[src/rtl/gpio_ind_pkg.sv]
package gpio_ind_pkg;
  localparam int unsigned DW = 8;
  localparam logic [1:0] OFF_ADDR = 2'd0;
  localparam logic [1:0] OFF_CTL  = 2'd1;
  localparam logic [1:0] OFF_ODR  = 2'd2;
  localparam logic [1:0] OFF_IDR  = 2'd3;
  localparam logic [DW-1:0] SUB_DIR  = 8'h01;
  localparam logic [DW-1:0] SUB_AFEN = 8'h02;
  localparam logic [DW-1:0] SUB_SET1 = 8'h03;
  localparam logic [DW-1:0] SUB_SET2 = 8'h04;

  typedef struct packed {
    logic [DW-1:0] dir;
    logic [DW-1:0] afen;
    logic [DW-1:0] set1;
    logic [DW-1:0] set2;
    logic [DW-1:0] odr;
  } port_cfg_t;
endpackage

[src/rtl/gpio_ind_regs.sv]
module gpio_ind_regs
  import gpio_ind_pkg::*;
(
  input  logic          clk,
  input  logic          rst_n,
  input  logic          bus_wr,
  input  logic [1:0]    bus_off,
  input  logic [DW-1:0] bus_wdata,
  input  logic [DW-1:0] idr,
  output logic [DW-1:0] bus_rdata,
  output port_cfg_t     cfg
);
  logic [DW-1:0] addr_q, addr_d;
  port_cfg_t     cfg_q, cfg_d;
  logic          addr_en, cfg_en;
  logic [DW-1:0] sub_rd;

  always_comb begin
    cfg_d   = cfg_q;
    addr_d  = addr_q;
    addr_en = bus_wr && (bus_off == OFF_ADDR);
    cfg_en  = 1'b0;
    if (addr_en) addr_d = bus_wdata;
    if (bus_wr && bus_off == OFF_ODR) begin
      cfg_d.odr = bus_wdata;
      cfg_en    = 1'b1;
    end
    if (bus_wr && bus_off == OFF_CTL) begin
      cfg_en = 1'b1;
      case (addr_q)
        SUB_DIR:  cfg_d.dir  = bus_wdata;
        SUB_AFEN: cfg_d.afen = bus_wdata;
        SUB_SET1: cfg_d.set1 = bus_wdata;
        SUB_SET2: cfg_d.set2 = bus_wdata;
        default:  cfg_en     = 1'b0;
      endcase
    end
  end

  always_ff @(posedge clk or negedge rst_n) begin
    if (!rst_n) begin
      addr_q <= '0;
    end else if (addr_en) begin
      addr_q <= addr_d;
    end
  end

  always_ff @(posedge clk or negedge rst_n) begin
    if (!rst_n) begin
      cfg_q.dir  <= '1;
      cfg_q.afen <= '0;
      cfg_q.set1 <= '0;
      cfg_q.set2 <= '0;
      cfg_q.odr  <= '0;
    end else if (cfg_en) begin
      cfg_q <= cfg_d;
    end
  end

  always_comb begin
    case (addr_q)
      SUB_DIR:  sub_rd = cfg_q.dir;
      SUB_AFEN: sub_rd = cfg_q.afen;
      SUB_SET1: sub_rd = cfg_q.set1;
      SUB_SET2: sub_rd = cfg_q.set2;
      default:  sub_rd = '0;
    endcase
    case (bus_off)
      OFF_ADDR: bus_rdata = addr_q;
      OFF_CTL:  bus_rdata = sub_rd;
      OFF_ODR:  bus_rdata = cfg_q.odr;
      default:  bus_rdata = idr;
    endcase
  end

  assign cfg = cfg_q;


  addr_wr_chk: assert property (@(posedge clk) disable iff (!rst_n)
    (bus_wr && bus_off == OFF_ADDR) |=> (addr_q == $past(bus_wdata)));


  unimpl_wr_chk: assert property (@(posedge clk) disable iff (!rst_n)
    (bus_wr && bus_off == OFF_CTL && addr_q != SUB_DIR && addr_q != SUB_AFEN &&
     addr_q != SUB_SET1 && addr_q != SUB_SET2) |=> $stable(cfg_q));


  idr_wr_chk: assert property (@(posedge clk) disable iff (!rst_n)
    (bus_wr && bus_off == OFF_IDR) |=> $stable(cfg_q));
endmodule

[src/rtl/gpio_ind_sync.sv]
module gpio_ind_sync
  import gpio_ind_pkg::*;
(
  input  logic          clk,
  input  logic          rst_n,
  input  logic [DW-1:0] pin_in,
  output logic [DW-1:0] idr
);
  logic [DW-1:0] s1_q, s2_q, idr_q;
  logic [1:0]    age_q;

  always_ff @(posedge clk or negedge rst_n) begin
    if (!rst_n) begin
      s1_q  <= '0;
      s2_q  <= '0;
      idr_q <= '0;
    end else begin
      s1_q  <= pin_in;
      s2_q  <= s1_q;
      idr_q <= s2_q;
    end
  end

  always_ff @(posedge clk or negedge rst_n) begin
    if (!rst_n) age_q <= '0;
    else if (age_q != 2'd3) age_q <= age_q + 2'd1;
  end

  assign idr = idr_q;


  in_lat_chk: assert property (@(posedge clk) disable iff (!rst_n)
    (age_q == 2'd3) |-> (idr_q == $past(pin_in, 3)));
endmodule

[src/rtl/gpio_ind_pinmux.sv]
module gpio_ind_pinmux
  import gpio_ind_pkg::*;
#(
  parameter int unsigned NFUNC = 4
)(
  input  port_cfg_t           cfg,
  input  logic [NFUNC*DW-1:0] alt_out,
  input  logic [NFUNC*DW-1:0] alt_oe,
  output logic [DW-1:0]       pin_out,
  output logic [DW-1:0]       pin_oe
);
  for (genvar i = 0; i < DW; i++) begin : g_pin
    logic [1:0] fsel;
    assign fsel = {cfg.set2[i], cfg.set1[i]};
    always_comb begin
      if (cfg.afen[i]) begin
        pin_out[i] = alt_out[fsel*DW + i];
        pin_oe[i]  = alt_oe[fsel*DW + i];
      end else begin
        pin_out[i] = cfg.odr[i];
        pin_oe[i]  = ~cfg.dir[i];
      end
    end
  end
endmodule

[src/rtl/gpio_ind_port.sv]
module gpio_ind_port
  import gpio_ind_pkg::*;
#(
  parameter int unsigned NFUNC = 4
)(
  input  logic                clk,
  input  logic                rst_n,
  input  logic                bus_wr,
  input  logic [1:0]          bus_off,
  input  logic [DW-1:0]       bus_wdata,
  output logic [DW-1:0]       bus_rdata,
  input  logic [DW-1:0]       pin_in,
  output logic [DW-1:0]       pin_out,
  output logic [DW-1:0]       pin_oe,
  input  logic [NFUNC*DW-1:0] alt_out,
  input  logic [NFUNC*DW-1:0] alt_oe,
  output logic [DW-1:0]       alt_in
);
  logic      rs1_q, rs2_q;
  logic [DW-1:0] idr;
  port_cfg_t cfg;

  always_ff @(posedge clk or negedge rst_n) begin
    if (!rst_n) begin
      rs1_q <= 1'b0;
      rs2_q <= 1'b0;
    end else begin
      rs1_q <= 1'b1;
      rs2_q <= rs1_q;
    end
  end

  gpio_ind_regs u_regs (
    .clk(clk), .rst_n(rs2_q), .bus_wr(bus_wr), .bus_off(bus_off),
    .bus_wdata(bus_wdata), .idr(idr), .bus_rdata(bus_rdata), .cfg(cfg)
  );

  gpio_ind_sync u_sync (
    .clk(clk), .rst_n(rs2_q), .pin_in(pin_in), .idr(idr)
  );

  gpio_ind_pinmux #(.NFUNC(NFUNC)) u_mux (
    .cfg(cfg), .alt_out(alt_out), .alt_oe(alt_oe),
    .pin_out(pin_out), .pin_oe(pin_oe)
  );

  assign alt_in = idr;


  af_over_chk: assert property (@(posedge clk) disable iff (!rs2_q)
    (cfg.afen == 8'hFF && cfg.set1 == 8'h00 && cfg.set2 == 8'h00) |->
      (pin_oe == alt_oe[DW-1:0] && pin_out == alt_out[DW-1:0]));


  in_tri_chk: assert property (@(posedge clk) disable iff (!rs2_q)
    (cfg.afen == 8'h00 && cfg.dir == 8'hFF) |-> (pin_oe == 8'h00));
endmodule

[config.mk]
export PLATFORM = sky130hd
export DESIGN_NAME = gpio_ind_port
export DESIGN_NICKNAME = d
export VERILOG_FILES = /design/src/rtl/gpio_ind_pkg.sv /design/src/rtl/gpio_ind_regs.sv /design/src/rtl/gpio_ind_sync.sv /design/src/rtl/gpio_ind_pinmux.sv /design/src/rtl/gpio_ind_port.sv
export SDC_FILE = /design/constraint.sdc
export NUM_CORES = 1
export LEC_CHECK = 0
export ABC_CLOCK_PERIOD_IN_PS = 6250
export BUFFER_PORTS_ARGS = -buffer_cell sky130_fd_sc_hd__buf_2
export CELL_PAD_IN_SITES_DETAIL_PLACEMENT = 1
export CELL_PAD_IN_SITES_GLOBAL_PLACEMENT = 2
export CORE_ASPECT_RATIO = 1.1
export CORE_MARGIN = 2
export CORE_UTILIZATION = 35
export CTS_BUF_LIST = sky130_fd_sc_hd__clkbuf_4
export CTS_CLUSTER_SIZE = 24
export DETAILED_ROUTE_END_ITERATION = 8
export PLACE_DENSITY_LB_ADDON = 0.1
export SLEW_MARGIN = 10
export SYNTH_ARGS = -nofsm -noshare
export SYNTH_HDL_FRONTEND = slang
export SYNTH_SLANG_ARGS = --single-unit
[constraint.sdc]
create_clock -name clk -period 6.25 [get_ports clk]
set_input_delay 0.625 -clock clk [delete_from_list [all_inputs] [get_ports clk]]
set_output_delay 0.625 -clock clk [all_outputs]
set_load 0.02 [all_outputs]
* Yosys cells after proc, flatten, opt, wreduce, memory -nomap -nowiden
Cells that the tools add are included.
** Operators by class
- $add $sub $neg :: 7
- Multiply operators :: 0
- Div/mod/pow operators :: 0
- Magnitude comparators :: 8
- Equal/unequal tests :: 6
- Shift operators :: 0
- Muxes and demuxes :: 53
- Bitwise gates (word level) :: 8
- Reductions and logical operators :: 10
** Operators with widths (number)
- 32-bit by 6-bit less-than comparator with 1-bit output, second input constant :: 7
- 1-bit binary-select mux with 5-bit select :: 14
- 1-bit 2-to-1 mux :: 35
- 8-bit one-hot mux with 4 select lines :: 1
- 5-bit by 3-bit adder with 6-bit output, second input constant :: 4
- 8-bit one-hot mux with 3 select lines :: 1
- 8-bit by 2-bit == test with 1-bit output, second input constant :: 2
- 5-bit by 2-bit adder with 6-bit output, second input constant :: 2
- 3-bit AND reduction :: 4
- 8-bit by 1-bit == test with 1-bit output, second input constant :: 1
- 8-bit by 3-bit == test with 1-bit output, second input constant :: 1
- 1-bit inverter :: 8
- 5-bit by 1-bit adder with 6-bit output, second input constant :: 1
- 5-bit by 6-bit less-than comparator with 1-bit output, second input constant :: 1
- 1-bit binary-select mux with 2-bit select :: 2
- 4-bit OR reduction :: 1
- 1-bit logical AND :: 3
- 2-bit by 1-bit == test with 1-bit output, second input constant :: 1
- 2-bit == test, second input constant :: 1
- 2-bit logical NOT :: 1
- 2-bit AND reduction :: 1
** Storage, ports and cells
- Register bits :: 74
- Bits in latches :: 0
- RAM bits :: 0
- Memory bits (read-only) :: 0
- Input bits :: 85
- Output and inout bits :: 32
- Logic and storage cells :: 103
- Memories kept :: 0

* Logic depth before layout (Yosys ltp)
Gate-level depths: netlist (run 1).
- Depth after elaboration :: 5
- Gate-level depth with buffers :: 6
- Mapped depth without buffers :: 4

* By module
A second synthesis (run 1) with hierarchy kept.
** Unflattened totals
- Cell total of the unflattened synthesis :: 287
- Area total of the unflattened synthesis :: 3728.6 um^2
** By module, submodules not included
- gpio_ind_regs :: instances 1, cells each 172, area an instance 2343.5 um^2
- gpio_ind_pinmux :: instances 1, cells each 88, area an instance 730.7 um^2
- gpio_ind_sync :: instances 1, cells each 24, area an instance 600.6 um^2
- gpio_ind_port :: instances 1, cells each 3, area an instance 53.8 um^2

* Worst setup path after synthesis (run 1)
Ideal clock, no wire load.
- Kind :: input to output
- Start point :: input bus_off[0]
- End point :: output bus_rdata[3]
- Arrival time :: 1.655 ns
- Data required time :: 5.625 ns
- Setup slack :: 3.970 ns
- Stages :: 4
- Path buffers :: 1
- Cells stage by stage :: buf_2 > mux2_2 > a22o_1 > a221o_1
** On the way
- Cells in the longest elaborated chain, start to end :: 2
** Ends and longest elaborated chain
- start, declared :: RTL line gpio_ind_port.sv:9 : input logic [1:0] bus_off,
- 2-bit == test (tied with other cells) :: RTL line gpio_ind_regs.sv:68 : case (bus_off)
- 8-bit one-hot mux with 3 select lines * :: RTL line gpio_ind_regs.sv:68
- end, declared :: RTL line gpio_ind_port.sv:11 : output logic [DW-1:0] bus_rdata,
Mark *: on every way between the ends. The rest lies on a longest branch, timed or not.

* Final worst setup path (run 1)
- Start point :: register u_regs.addr_q[1]
- End point :: output bus_rdata[1]
** On the way
- Cells in the longest elaborated chain, start to end :: 3
** Ends and longest elaborated chain
- start, declared :: RTL line gpio_ind_regs.sv:13 : logic [DW-1:0] addr_q, addr_d;
- start signal, assigned :: RTL line gpio_ind_regs.sv:44 : addr_q <= addr_d;
- 8-bit by 3-bit == test with 1-bit output (tied with other cells) :: RTL line gpio_ind_regs.sv:61 : case (addr_q)
- 8-bit one-hot mux with 4 select lines :: RTL line gpio_ind_regs.sv:61
- 8-bit one-hot mux with 3 select lines * :: RTL line gpio_ind_regs.sv:68
Marks and branches as above.

==> flow_results.xml, run 1 <==
<?xml version="1.0" encoding="UTF-8"?>
<metrics>
  <group name="detailed_routing">
    <metric name="route.detailed.wl_per_inst" unit="µm">18.7</metric>
    <metric name="total_routed_wirelength" unit="µm">8920</metric>
    <metric name="detailedRoute.firstIterationViolations" unit="">109</metric>
    <metric name="drcViolationCount" unit="">0</metric>
    <metric name="ant_nets" unit="">0</metric>
    <metric name="drt-vias-per-instance" unit="">5.31</metric>
    <metric name="via_count" unit="">2528</metric>
    <metric name="number_of_optimization_iterations_in_the_first_detailed_route_pass" unit="">4</metric>
  </group>
  <group name="critical_path">
    <metric name="critical_path_class" unit="">register to primary output</metric>
    <metric name="wp_data_required" unit="ns">5.62</metric>
    <metric name="critical-path-max-stage-delay" unit="ns">0.80</metric>
    <metric name="startpoint_types" unit="">register</metric>
    <metric name="cp_cell_sequence" unit="">nor2b_1, a22oi_1, o31ai_1, buf_2</metric>
    <metric name="setup.worst_path.end_class" unit="">primary output</metric>
    <metric name="crit_path_top_delay_cell" unit="">sky130_fd_sc_hd__dfrtp_1</metric>
    <metric name="path_max_fanout" unit="">17</metric>
    <metric name="worst-endpoint-arrival" unit="ns">2.60</metric>
  </group>
  <group name="timing">
    <metric name="rsz_0062_raised_after_global_routing" unit="">false</metric>
    <metric name="final-setup-viol-count" unit="">0</metric>
    <metric name="fin_tns_setup" unit="ns">0</metric>
    <metric name="final.setup.worst_slack" unit="ns">3.02</metric>
    <metric name="worst_pin_slew" unit="ns">0.921</metric>
    <metric name="finalClockSkew" unit="ns">0.0127</metric>
    <metric name="hold_ws" unit="ns">0.301</metric>
    <metric name="maxClockFrequency" unit="MHz">310</metric>
    <metric name="hold_violations" unit="">0</metric>
    <metric name="timing_max_transition_violations_final" unit="">0</metric>
    <metric name="finalWorstPathRequiredPeriod" unit="ns">3.23</metric>
    <metric name="final_clock_period_utilization_by_the_worst_path" unit="">0.517</metric>
    <metric name="relSlewSlack" unit="">0.386</metric>
  </group>
  <group name="pwr">
    <metric name="power-per-cell-area" unit="nW/µm²">251</metric>
    <metric name="power_frac_seq" unit="">0.536</metric>
    <metric name="p_sw_frac" unit="">0.293</metric>
    <metric name="static-leakage-power" unit="µW">0.00202</metric>
    <metric name="switching_power" unit="µW">324</metric>
    <metric name="power.share.clock" unit="">0.266</metric>
    <metric name="vdd_drop_max" unit="mV">0.118</metric>
    <metric name="p_int" unit="µW">781</metric>
    <metric name="comb_power_share" unit="">0.199</metric>
  </group>
  <group name="global_routing">
    <metric name="maximum_number_of_pins_on_one_net_before_global_route_repair" unit="">73</metric>
    <metric name="grt_usage" unit="">0.172</metric>
    <metric name="via_count_of_the_first_global_routing_pass" unit="">2655</metric>
    <metric name="busiest_layer" unit="">met2</metric>
    <metric name="initial_antenna_violation_count" unit="">0</metric>
    <metric name="gr-usage-met1" unit="">0.237</metric>
    <metric name="grt_util_met2" unit="">0.271</metric>
    <metric name="global_route.overflow_total" unit="">0</metric>
    <metric name="grt_pass1_wl" unit="µm">14200</metric>
    <metric name="grt_util_met3" unit="">0.0353</metric>
  </group>
  <group name="clock_tree">
    <metric name="cts_resized" unit="">0</metric>
    <metric name="cts_htree_levels" unit="">3</metric>
    <metric name="cts_made_buffers" unit="">9</metric>
    <metric name="clk_latency" unit="ns">0.42</metric>
    <metric name="cts_tree" unit="">done</metric>
    <metric name="clk_pin_slew_worst_paths" unit="ns">0.12</metric>
    <metric name="cts.path.max_buffers" unit="">2</metric>
    <metric name="root_driver" unit="">sky130_fd_sc_hd__clkbuf_4</metric>
    <metric name="cts_setup_buffers" unit="">0</metric>
    <metric name="cts.sink_count" unit="">74</metric>
  </group>
  <group name="floorplanning">
    <metric name="ios" unit="">117</metric>
    <metric name="start_util" unit="">0.361</metric>
    <metric name="die_area" unit="µm²">11100</metric>
    <metric name="row_count" unit="">38</metric>
    <metric name="die_w" unit="µm">100</metric>
    <metric name="die_height" unit="µm">110</metric>
    <metric name="floorplan.core_area" unit="µm²">9940</metric>
  </group>
  <group name="layout">
    <metric name="syn2layout_area_growth" unit="%">22.7</metric>
    <metric name="layout.filler_cells" unit="">1065</metric>
    <metric name="post_layout_nonfiller_instances" unit="">476</metric>
    <metric name="seqCellArea" unit="µm²">1870</metric>
    <metric name="multi_input_gate_area_in_the_final_layout" unit="µm²">1660</metric>
    <metric name="fraction_of_layout_cells_with_a_size_suffix_above_1" unit="">0.657</metric>
    <metric name="final_cell_area" unit="µm²">4400</metric>
    <metric name="finalNetCount" unit="">436</metric>
    <metric name="num_antenna_cells" unit="">0</metric>
  </group>
  <group name="synthesis">
    <metric name="synthesis.area_per_instance" unit="µm²">15.3</metric>
    <metric name="synth_common_cells" unit="">66 x sky130_fd_sc_hd__dfrtp_1, 63 x sky130_fd_sc_hd__mux2_2, 16 x sky130_fd_sc_hd__mux4_2, 9 x sky130_fd_sc_hd__o21ai_0</metric>
    <metric name="synth-edff-count" unit="">0</metric>
    <metric name="synth_nets" unit="">319</metric>
    <metric name="synth.largest_area_cell" unit="">sky130_fd_sc_hd__dfrtp_1</metric>
    <metric name="postSynthRegisterBits" unit="">74</metric>
    <metric name="postSynth.topFlopCell" unit="">sky130_fd_sc_hd__dfrtp_1</metric>
    <metric name="yosysSeqAreaShare" unit="">0.519</metric>
    <metric name="async_reset_ff_frac" unit="">1.00</metric>
    <metric name="synth_cell_type_count" unit="">33</metric>
    <metric name="mappedNetlistArea" unit="µm²">3580</metric>
    <metric name="yosys_warnings" unit="">0</metric>
    <metric name="synth_top_area_frac" unit="">0.461</metric>
    <metric name="post_synth_main_area_contributors" unit="">sky130_fd_sc_hd__dfrtp_1 46%, sky130_fd_sc_hd__mux2_2 20%, sky130_fd_sc_hd__mux4_2 10%</metric>
    <metric name="synthMostInstantiatedCell" unit="">sky130_fd_sc_hd__dfrtp_1</metric>
    <metric name="synth_cells" unit="">234</metric>
  </group>
  <group name="placement">
    <metric name="dpl_ws" unit="ns">3.43</metric>
    <metric name="hpwl" unit="µm">6240</metric>
    <metric name="placed_cell_area" unit="µm²">4250</metric>
    <metric name="portBuffers" unit="">116</metric>
    <metric name="placedCellCount" unit="">459</metric>
    <metric name="gp_routability_congestion" unit="">0.727</metric>
  </group>
  <group name="hold_path">
    <metric name="min-delay-path-class" unit="">input pin to register</metric>
  </group>
  <group name="run_status">
    <metric name="status" unit="">complete, no violations</metric>
  </group>
  <group name="run">
    <metric name="max_cap_viols" unit="">0</metric>
  </group>
</metrics>
metal layers:
metal | routed length [µm] | part of all wire | vias to the layer above
met5 | 0 | 0 | -
met4 | 124 | 0.014 | 0
met3 | 482 | 0.054 | 9
met2 | 4270 | 0.48 | 83
met1 | 4040 | 0.45 | 1290
li1 | - | - | 1146
critical path, delay by kind of cell, from the launching register on:
family | cells | cell delay, ns
compound gates | 2 | 0.52
buf+inv | 1 | 0.23
flops | 1 | 0.80
simple gates | 1 | 0.63
state kept, by name, summed over array words and instances, names as in the netlist:
signal         cells
u_sync.s1_q        8
u_sync.idr         8
u_regs.addr_q      8
rs1_q              1
u_sync.s2_q        8
u_regs.cfg        40
rs2_q              1
power by group through the flow:
stage	Combinational, µW	Clock [µW]	Sequential, µW
global placement	218	0	604
CTS	223	304	595
floorplan	167	0	571
detailed placement	221	0	605
finish	220	294	592
global route	240	323	606
metrics by stage:
stage,util,total power (µW)
CTS,0.442,1120
finish,0.442,1110
global placement,0.428,822
detailed placement,0.428,826
global route,0.442,1170
floorplan,-,738
path summary, 6_finish.rpt:
kind | start | endpoint | slack (ns) | cells past startpoint
max | u_regs.addr_q[1]$_DFFE_PN0P_ | bus_rdata[1] | 3.02 | 4
min reg2reg | u_sync.s1_q[4]$_DFF_PN0_ | u_sync.s2_q[4]$_DFF_PN0_ | 0.36 | 0
min in group asynchronous | rs2_q$_DFF_PN0_ | u_sync.s1_q[2]$_DFF_PN0_ | 0.45 | 0
max reg2reg | u_regs.addr_q[6]$_DFFE_PN0P_ | u_regs.cfg[24]$_DFFE_PN0P_ | 4.08 | 4
min | pin_in[6] | u_sync.s1_q[6]$_DFF_PN0_ | 0.30 | 1
max in group asynchronous | rs2_q$_DFF_PN0_ | u_regs.cfg[20]$_DFFE_PN0P_ | 5.17 | 0
what timing repair did:
| action | CTS | global route |
|---|---|---|
| endpoints found under the setup margin | 0 | 0 |
| hold buffers | 1 | 0 |
| endpoints found under the hold margin | 2 | 0 |
final cells by class:
cell class / count / area share
Sequential cell: 74 / 0.424
Multi-Input combinational cell: 149 / 0.377
Timing Repair Buffer: 117 / 0.134
Tap cell: 120 / 0.0341
Clock buffer: 12 / 0.0205
Clock inverter: 4 / 0.00996
kinds of logic (layout without fill, tap and decap cells):
kind of cell	Yosys count	count (layout)	synth area share
and+or+nand+nor	27	27	0.0586
muxes	88	88	0.335
DFF	74	74	0.519
AOI/OAI and AO/OA	33	33	0.0677
buffers and inverters	11	133	0.0185
other	1	1	0.00105
cell usage in the layout, fill, tap and decap left out, types with 2 or more instances in the layout:
cell,count
sky130_fd_sc_hd__o21ai_0,9
sky130_fd_sc_hd__mux2_4,8
sky130_fd_sc_hd__mux4_2,16
sky130_fd_sc_hd__a21oi_1,2
sky130_fd_sc_hd__clkinv_2,2
sky130_fd_sc_hd__o31ai_1,5
sky130_fd_sc_hd__dfstp_2,8
sky130_fd_sc_hd__a221o_1,2
sky130_fd_sc_hd__clkbuf_4,12
sky130_fd_sc_hd__nand2_1,8
sky130_fd_sc_hd__nand3b_1,3
sky130_fd_sc_hd__dfrtp_1,65
sky130_fd_sc_hd__mux2_2,63
sky130_fd_sc_hd__a22o_1,4
sky130_fd_sc_hd__a22oi_1,6
sky130_fd_sc_hd__a222oi_1,5
sky130_fd_sc_hd__nor2_1,4
sky130_fd_sc_hd__buf_2,116
Power figures use the tool's default switching activity.
==> run 2: changes to the inputs <==
- ABC_CLOCK_PERIOD_IN_PS: 6250 -> 3100
- clock period: 6.25 -> 3.1 ns (I/O delays scaled with it)
==> run 2 against run 1 <==
- power up 110%
- critical endpoint unchanged
- register-to-register slack got worse by 3.2 ns
- critical path type unchanged
- sequential share of layout area is 1.2 points lower
==> flow_results.xml, run 2 (synthesis results as in run 1) <==
<?xml version="1.0" encoding="UTF-8"?>
<metrics>
  <group name="layout">
    <metric name="fraction_of_layout_cells_with_a_size_suffix_above_1" unit="">0.645</metric>
    <metric name="num_antenna_cells" unit="">0</metric>
    <metric name="largest_reg_flops" unit="">40</metric>
    <metric name="most_common_library_cell_in_the_layout_ignoring_fill_and_taps" unit="">sky130_fd_sc_hd__buf_2</metric>
    <metric name="most-common-layout-cells" unit="">116 x sky130_fd_sc_hd__buf_2, 65 x sky130_fd_sc_hd__dfrtp_1, 63 x sky130_fd_sc_hd__mux2_2, 16 x sky130_fd_sc_hd__mux4_2, 11 x sky130_fd_sc_hd__clkbuf_4</metric>
    <metric name="post_layout_nonfiller_instances" unit="">486</metric>
    <metric name="finalNetCount" unit="">446</metric>
    <metric name="syn2layout_area_growth" unit="%">26.1</metric>
  </group>
  <group name="critical_path">
    <metric name="wp_data_required" unit="ns">2.79</metric>
    <metric name="worst-endpoint-arrival" unit="ns">2.48</metric>
    <metric name="setup.worst_path.end_class" unit="">primary output</metric>
    <metric name="startpoint_types" unit="">register</metric>
    <metric name="critical_path_class" unit="">register to primary output</metric>
    <metric name="r2r.worst_path.cells" unit="">4</metric>
    <metric name="path_max_fanout" unit="">13</metric>
  </group>
  <group name="clock_tree">
    <metric name="cts_htree_levels" unit="">3</metric>
    <metric name="clk_pin_slew_worst_paths" unit="ns">0.12</metric>
    <metric name="cts_setup_buffers" unit="">0</metric>
    <metric name="cts.sink_count" unit="">74</metric>
    <metric name="cts_resized" unit="">0</metric>
    <metric name="clk_latency" unit="ns">0.42</metric>
    <metric name="cts_tree" unit="">done</metric>
    <metric name="cts.path.max_buffers" unit="">2</metric>
    <metric name="cts_made_buffers" unit="">9</metric>
    <metric name="root_driver" unit="">sky130_fd_sc_hd__clkbuf_4</metric>
  </group>
  <group name="timing">
    <metric name="hold_violations" unit="">0</metric>
    <metric name="timing_max_transition_violations_final" unit="">0</metric>
    <metric name="finalClockSkew" unit="ns">0.0132</metric>
    <metric name="maxClockFrequency" unit="MHz">358</metric>
    <metric name="finalWorstPathRequiredPeriod" unit="ns">2.79</metric>
    <metric name="final-setup-viol-count" unit="">0</metric>
    <metric name="rsz_0062_raised_after_global_routing" unit="">false</metric>
    <metric name="relSlewSlack" unit="">0.387</metric>
    <metric name="final_clock_period_utilization_by_the_worst_path" unit="">0.901</metric>
    <metric name="fin_tns_setup" unit="ns">0</metric>
    <metric name="worst_pin_slew" unit="ns">0.920</metric>
  </group>
  <group name="global_routing">
    <metric name="grt_pass1_wl" unit="µm">14600</metric>
    <metric name="global_route.overflow_total" unit="">0</metric>
    <metric name="initial_antenna_violation_count" unit="">0</metric>
    <metric name="via_count_of_the_first_global_routing_pass" unit="">2695</metric>
    <metric name="grt_usage" unit="">0.178</metric>
    <metric name="maximum_number_of_pins_on_one_net_before_global_route_repair" unit="">73</metric>
  </group>
  <group name="pwr">
    <metric name="static-leakage-power" unit="µW">0.00206</metric>
    <metric name="power-per-cell-area" unit="nW/µm²">518</metric>
    <metric name="vdd_drop_max" unit="mV">0.229</metric>
  </group>
  <group name="floorplanning">
    <metric name="die_area" unit="µm²">11100</metric>
    <metric name="start_util" unit="">0.361</metric>
    <metric name="die_height" unit="µm">110</metric>
    <metric name="row_count" unit="">38</metric>
    <metric name="die_w" unit="µm">100</metric>
    <metric name="ios" unit="">117</metric>
    <metric name="floorplan.core_area" unit="µm²">9940</metric>
  </group>
  <group name="placement">
    <metric name="gp_routability_congestion" unit="">0.753</metric>
    <metric name="placedCellCount" unit="">461</metric>
    <metric name="hpwl" unit="µm">6350</metric>
    <metric name="portBuffers" unit="">116</metric>
  </group>
  <group name="detailed_routing">
    <metric name="drcViolationCount" unit="">0</metric>
    <metric name="via_count" unit="">2563</metric>
    <metric name="ant_nets" unit="">0</metric>
    <metric name="detailedRoute.firstIterationViolations" unit="">61</metric>
    <metric name="number_of_optimization_iterations_in_the_first_detailed_route_pass" unit="">5</metric>
    <metric name="total_routed_wirelength" unit="µm">9220</metric>
    <metric name="drt-vias-per-instance" unit="">5.27</metric>
    <metric name="route.detailed.wl_per_inst" unit="µm">19.0</metric>
  </group>
  <group name="hold_path">
    <metric name="min_delay_path_depth" unit="">2</metric>
    <metric name="min-delay-path-class" unit="">input pin to register</metric>
  </group>
  <group name="run_status">
    <metric name="status" unit="">complete, no violations</metric>
  </group>
  <group name="run">
    <metric name="max_cap_viols" unit="">0</metric>
  </group>
</metrics>
[run 2: changes by cell type in the layout (fill, tap and decap cells not counted), sizes merged]
cell and change:
buf +2, bufinv +1, clkbuf -1, clkinv -1, clkinvlp +1, dlygate4sd3 +8
[run 2: cell type report]
| type | count | area, µm² |
|---|---|---|
| Fill cell | 1066 | 5420 |
| Clock inverter | 5 | 80.1 |
| Clock buffer | 11 | 82.6 |
| Timing Repair Buffer | 127 | 686 |
| Multi-Input combinational cell | 149 | 1660 |
| Sequential cell | 74 | 1870 |
| Tap cell | 120 | 150 |
[run 2: critical path: stages, from the launching register on]
cell                      delay (ns)
sky130_fd_sc_hd__dfrtp_1        0.69
sky130_fd_sc_hd__nor2b_1        0.67
sky130_fd_sc_hd__a22oi_1        0.19
sky130_fd_sc_hd__o31ai_1        0.30
sky130_fd_sc_hd__buf_2          0.23
[run 2: worst paths after layout]
path / from / to / slack (ns)
worst max-delay path: u_regs.addr_q[1]$_DFFE_PN0P_ / bus_rdata[1] / 0.31
worst min-delay path: bus_wdata[0] / u_regs.cfg[24]$_DFFE_PN0P_ / 0.19
worst max register to register: u_regs.addr_q[5]$_DFFE_PN0P_ / u_regs.cfg[30]$_DFFE_PN0P_ / 0.91
worst min register to register: u_sync.s2_q[5]$_DFF_PN0_ / u_sync.idr[5]$_DFF_PN0_ / 0.36
max in group asynchronous: rs2_q$_DFF_PN0_ / u_regs.addr_q[2]$_DFFE_PN0P_ / 2.02
min in group asynchronous: rst_n / rs2_q$_DFF_PN0_ / 0.20
[run 2: per-stage QoR]
step	total power (µW)	hold slack, ns	setup WS (ns)	utilization	cell area (µm²)
6_report	2340	0.191	0.308	0.455	4520
5_1_grt	2480	0.153	0.0594	0.455	4520
4_1_cts	2380	0.152	0.272	0.455	4520
3_5_place_dp	1670	0.0970	0.758	0.429	4270
3_3_place_gp	1660	0.0963	0.823	0.429	4270
2_1_floorplan	1490	0.0144	0.901	-	3580
[run 2: where the power goes]
group          switching, µW  internal (µW)
clock network            340            345
registers                124           1060
logic                    214            260
[run 2: timing repair]
action	in CTS	in global routing
hold buffers	9	0
endpoints found under the setup margin	0	0
endpoints found under the hold margin	10	0
[run 2: layer usage]
metal	share of wire	GRT usage	wire length, µm	vias to the layer above
met3	0.055	0.0404	507	6
li1	-	-	-	1170
met4	0.0099	0.0558	91	0
met5	0	0	0	-
met1	0.45	0.239	4160	1301
met2	0.48	0.287	4460	86
==> run 3: changes to the inputs <==
- MAX_ROUTING_LAYER: default -> met4
==> run 3 against run 2 <==
- combinational power barely moved
- largest power group unchanged
- critical endpoint unchanged
- setup slack improved by 0.0088 ns
- clock skew fell by 0.0012 ns
- clock power barely moved
- utilization did not move
- largest cell class unchanged
- critical path type unchanged
- highest routed layer unchanged
==> flow_results.xml, run 3 (synthesis results as in run 1) <==
<?xml version="1.0" encoding="UTF-8"?>
<metrics>
  <group name="run_status">
    <metric name="status" unit="">complete, no violations</metric>
  </group>
  <group name="hold_path">
    <metric name="timing.hold.worst_endpoint" unit="">u_regs.cfg[24]$_DFFE_PN0P_</metric>
    <metric name="worst_hold_startpoint" unit="">bus_wdata[0]</metric>
    <metric name="min_delay_path_depth" unit="">2</metric>
    <metric name="min-delay-path-class" unit="">input pin to register</metric>
  </group>
  <group name="detailed_routing">
    <metric name="drt-vias-per-instance" unit="">5.26</metric>
    <metric name="total_routed_wirelength" unit="µm">9240</metric>
    <metric name="ant_nets" unit="">0</metric>
    <metric name="number_of_optimization_iterations_in_the_first_detailed_route_pass" unit="">8</metric>
    <metric name="drcViolationCount" unit="">0</metric>
    <metric name="via_count" unit="">2555</metric>
    <metric name="route.detailed.wl_per_inst" unit="µm">19.0</metric>
    <metric name="detailedRoute.firstIterationViolations" unit="">71</metric>
  </group>
  <group name="floorplanning">
    <metric name="row_count" unit="">38</metric>
    <metric name="die_height" unit="µm">110</metric>
    <metric name="ios" unit="">117</metric>
    <metric name="die_w" unit="µm">100</metric>
    <metric name="floorplan.core_area" unit="µm²">9940</metric>
    <metric name="start_util" unit="">0.361</metric>
    <metric name="die_area" unit="µm²">11100</metric>
  </group>
  <group name="clock_tree">
    <metric name="cts.path.max_buffers" unit="">2</metric>
    <metric name="post_cts_hold_buffer_count" unit="">9</metric>
    <metric name="cts_tree" unit="">done</metric>
    <metric name="cts_htree_levels" unit="">3</metric>
    <metric name="cts.sink_count" unit="">74</metric>
    <metric name="root_driver" unit="">sky130_fd_sc_hd__clkbuf_4</metric>
    <metric name="cts_made_buffers" unit="">9</metric>
    <metric name="cts_setup_buffers" unit="">0</metric>
    <metric name="cts_resized" unit="">0</metric>
    <metric name="clk_latency" unit="ns">0.42</metric>
    <metric name="clk_pin_slew_worst_paths" unit="ns">0.12</metric>
  </group>
  <group name="timing">
    <metric name="relSlewSlack" unit="">0.386</metric>
    <metric name="hold_violations" unit="">0</metric>
    <metric name="finalClockSkew" unit="ns">0.0120</metric>
    <metric name="maxClockFrequency" unit="MHz">359</metric>
    <metric name="fin_tns_setup" unit="ns">0</metric>
    <metric name="finalWorstPathRequiredPeriod" unit="ns">2.78</metric>
    <metric name="final_clock_period_utilization_by_the_worst_path" unit="">0.898</metric>
    <metric name="final-setup-viol-count" unit="">0</metric>
    <metric name="worst_pin_slew" unit="ns">0.920</metric>
    <metric name="rsz_0062_raised_after_global_routing" unit="">false</metric>
    <metric name="timing_max_transition_violations_final" unit="">0</metric>
    <metric name="hold_ws" unit="ns">0.187</metric>
  </group>
  <group name="critical_path">
    <metric name="crit_path_top_delay_cell" unit="">sky130_fd_sc_hd__dfrtp_1</metric>
    <metric name="cp_cell_sequence" unit="">nor2b_1, a22oi_1, o31ai_1, buf_2</metric>
    <metric name="r2r.worst_path.cells" unit="">4</metric>
    <metric name="critical_path.reg2reg.startpoint" unit="">u_regs.addr_q[5]$_DFFE_PN0P_</metric>
    <metric name="critical-path-max-stage-delay" unit="ns">0.68</metric>
    <metric name="path_depth" unit="">4</metric>
    <metric name="worst_r2r_endpoint" unit="">u_regs.cfg[30]$_DFFE_PN0P_</metric>
    <metric name="critical_path_class" unit="">register to primary output</metric>
    <metric name="cp_top_family" unit="">flip-flops</metric>
    <metric name="timing.reg2reg.setup_slack" unit="ns">0.91</metric>
    <metric name="worst-endpoint-arrival" unit="ns">2.47</metric>
    <metric name="startpoint_types" unit="">register</metric>
    <metric name="critPathBufInv" unit="">1</metric>
    <metric name="wp_data_required" unit="ns">2.79</metric>
    <metric name="setup.worst_path.end_class" unit="">primary output</metric>
    <metric name="path_max_fanout" unit="">13</metric>
  </group>
  <group name="global_routing">
    <metric name="grt_usage" unit="">0.183</metric>
    <metric name="maximum_number_of_pins_on_one_net_before_global_route_repair" unit="">73</metric>
    <metric name="global_route.overflow_total" unit="">0</metric>
    <metric name="initial_antenna_violation_count" unit="">0</metric>
    <metric name="via_count_of_the_first_global_routing_pass" unit="">2690</metric>
    <metric name="grt_pass1_wl" unit="µm">14600</metric>
  </group>
  <group name="run">
    <metric name="max_cap_viols" unit="">0</metric>
  </group>
  <group name="pwr">
    <metric name="power-per-cell-area" unit="nW/µm²">518</metric>
    <metric name="power.share.clock" unit="">0.293</metric>
    <metric name="switching_power" unit="µW">680</metric>
    <metric name="p_int" unit="µW">1660</metric>
    <metric name="p_sw_frac" unit="">0.290</metric>
    <metric name="vdd_drop_max" unit="mV">0.229</metric>
    <metric name="comb_power_share" unit="">0.202</metric>
    <metric name="static-leakage-power" unit="µW">0.00206</metric>
    <metric name="power_frac_seq" unit="">0.505</metric>
    <metric name="total_power" unit="µW">2340</metric>
  </group>
  <group name="placement">
    <metric name="hpwl" unit="µm">6350</metric>
    <metric name="portBuffers" unit="">116</metric>
    <metric name="gp_routability_congestion" unit="">0.762</metric>
  </group>
  <group name="layout">
    <metric name="most_common_library_cell_in_the_layout_ignoring_fill_and_taps" unit="">sky130_fd_sc_hd__buf_2</metric>
    <metric name="layout.filler_cells" unit="">1066</metric>
    <metric name="largest_reg_flops" unit="">40</metric>
    <metric name="num_antenna_cells" unit="">0</metric>
    <metric name="finalNetCount" unit="">446</metric>
    <metric name="fraction_of_layout_cells_with_a_size_suffix_above_1" unit="">0.645</metric>
    <metric name="most-common-layout-cells" unit="">116 x sky130_fd_sc_hd__buf_2, 65 x sky130_fd_sc_hd__dfrtp_1, 63 x sky130_fd_sc_hd__mux2_2, 16 x sky130_fd_sc_hd__mux4_2, 11 x sky130_fd_sc_hd__clkbuf_4</metric>
    <metric name="syn2layout_area_growth" unit="%">26.1</metric>
  </group>
</metrics>
## run 3: worst max-delay path by stage
stage | end | slack (ns) | from
after floorplan | u_regs.addr_q[0]$_DFFE_PN0P_ | 0.90 | rs2_q$_DFF_PN0_
after global placement | bus_rdata[1] | 0.82 | u_regs.addr_q[1]$_DFFE_PN0P_
after detailed placement | bus_rdata[1] | 0.76 | u_regs.addr_q[1]$_DFFE_PN0P_
after CTS | bus_rdata[1] | 0.27 | u_regs.addr_q[1]$_DFFE_PN0P_
after global routing | bus_rdata[7] | 0.06 | u_regs.addr_q[1]$_DFFE_PN0P_
final | bus_rdata[1] | 0.32 | u_regs.addr_q[1]$_DFFE_PN0P_
## run 3: power groups by stage
stage / sequential [µW] / combinational, µW / clock, µW
after floorplan: 1150 / 337 / 0
after global placement: 1200 / 461 / 0
after detailed placement: 1210 / 468 / 0
after CTS: 1190 / 479 / 710
after global routing: 1210 / 513 / 758
final: 1180 / 474 / 687
## run 3: per-layer routing
| metal | up-vias | GRT usage | share of wire |
|---|---|---|---|
| met1 | 1301 | 0.241 | 0.46 |
| met4 | 0 | 0.0558 | 0.011 |
| met2 | 79 | 0.286 | 0.48 |
| li1 | 1169 | - | - |
| met5 | - | - | 0 |
| met3 | 6 | 0.0385 | 0.047 |
## run 3: cell type report
cell class / count / area [µm²] / area share
sequential: 74 / 1870 / 0.413
multi-input combinational: 149 / 1660 / 0.366
timing repair buffer: 127 / 686 / 0.152
tap: 120 / 150 / 0.0332
clock buffer: 11 / 82.6 / 0.0183
clock inverter: 5 / 80.1 / 0.0177
## run 3: per-stage QoR
stage	cell area, µm²	worst slack, ns	utilization	instances
after floorplan	3580	0.901	-	234
after global placement	4270	0.823	0.429	461
after global routing	4520	0.0594	0.455	486
after detailed placement	4270	0.758	0.429	461
after CTS	4520	0.272	0.455	486
final	4520	0.317	0.455	486
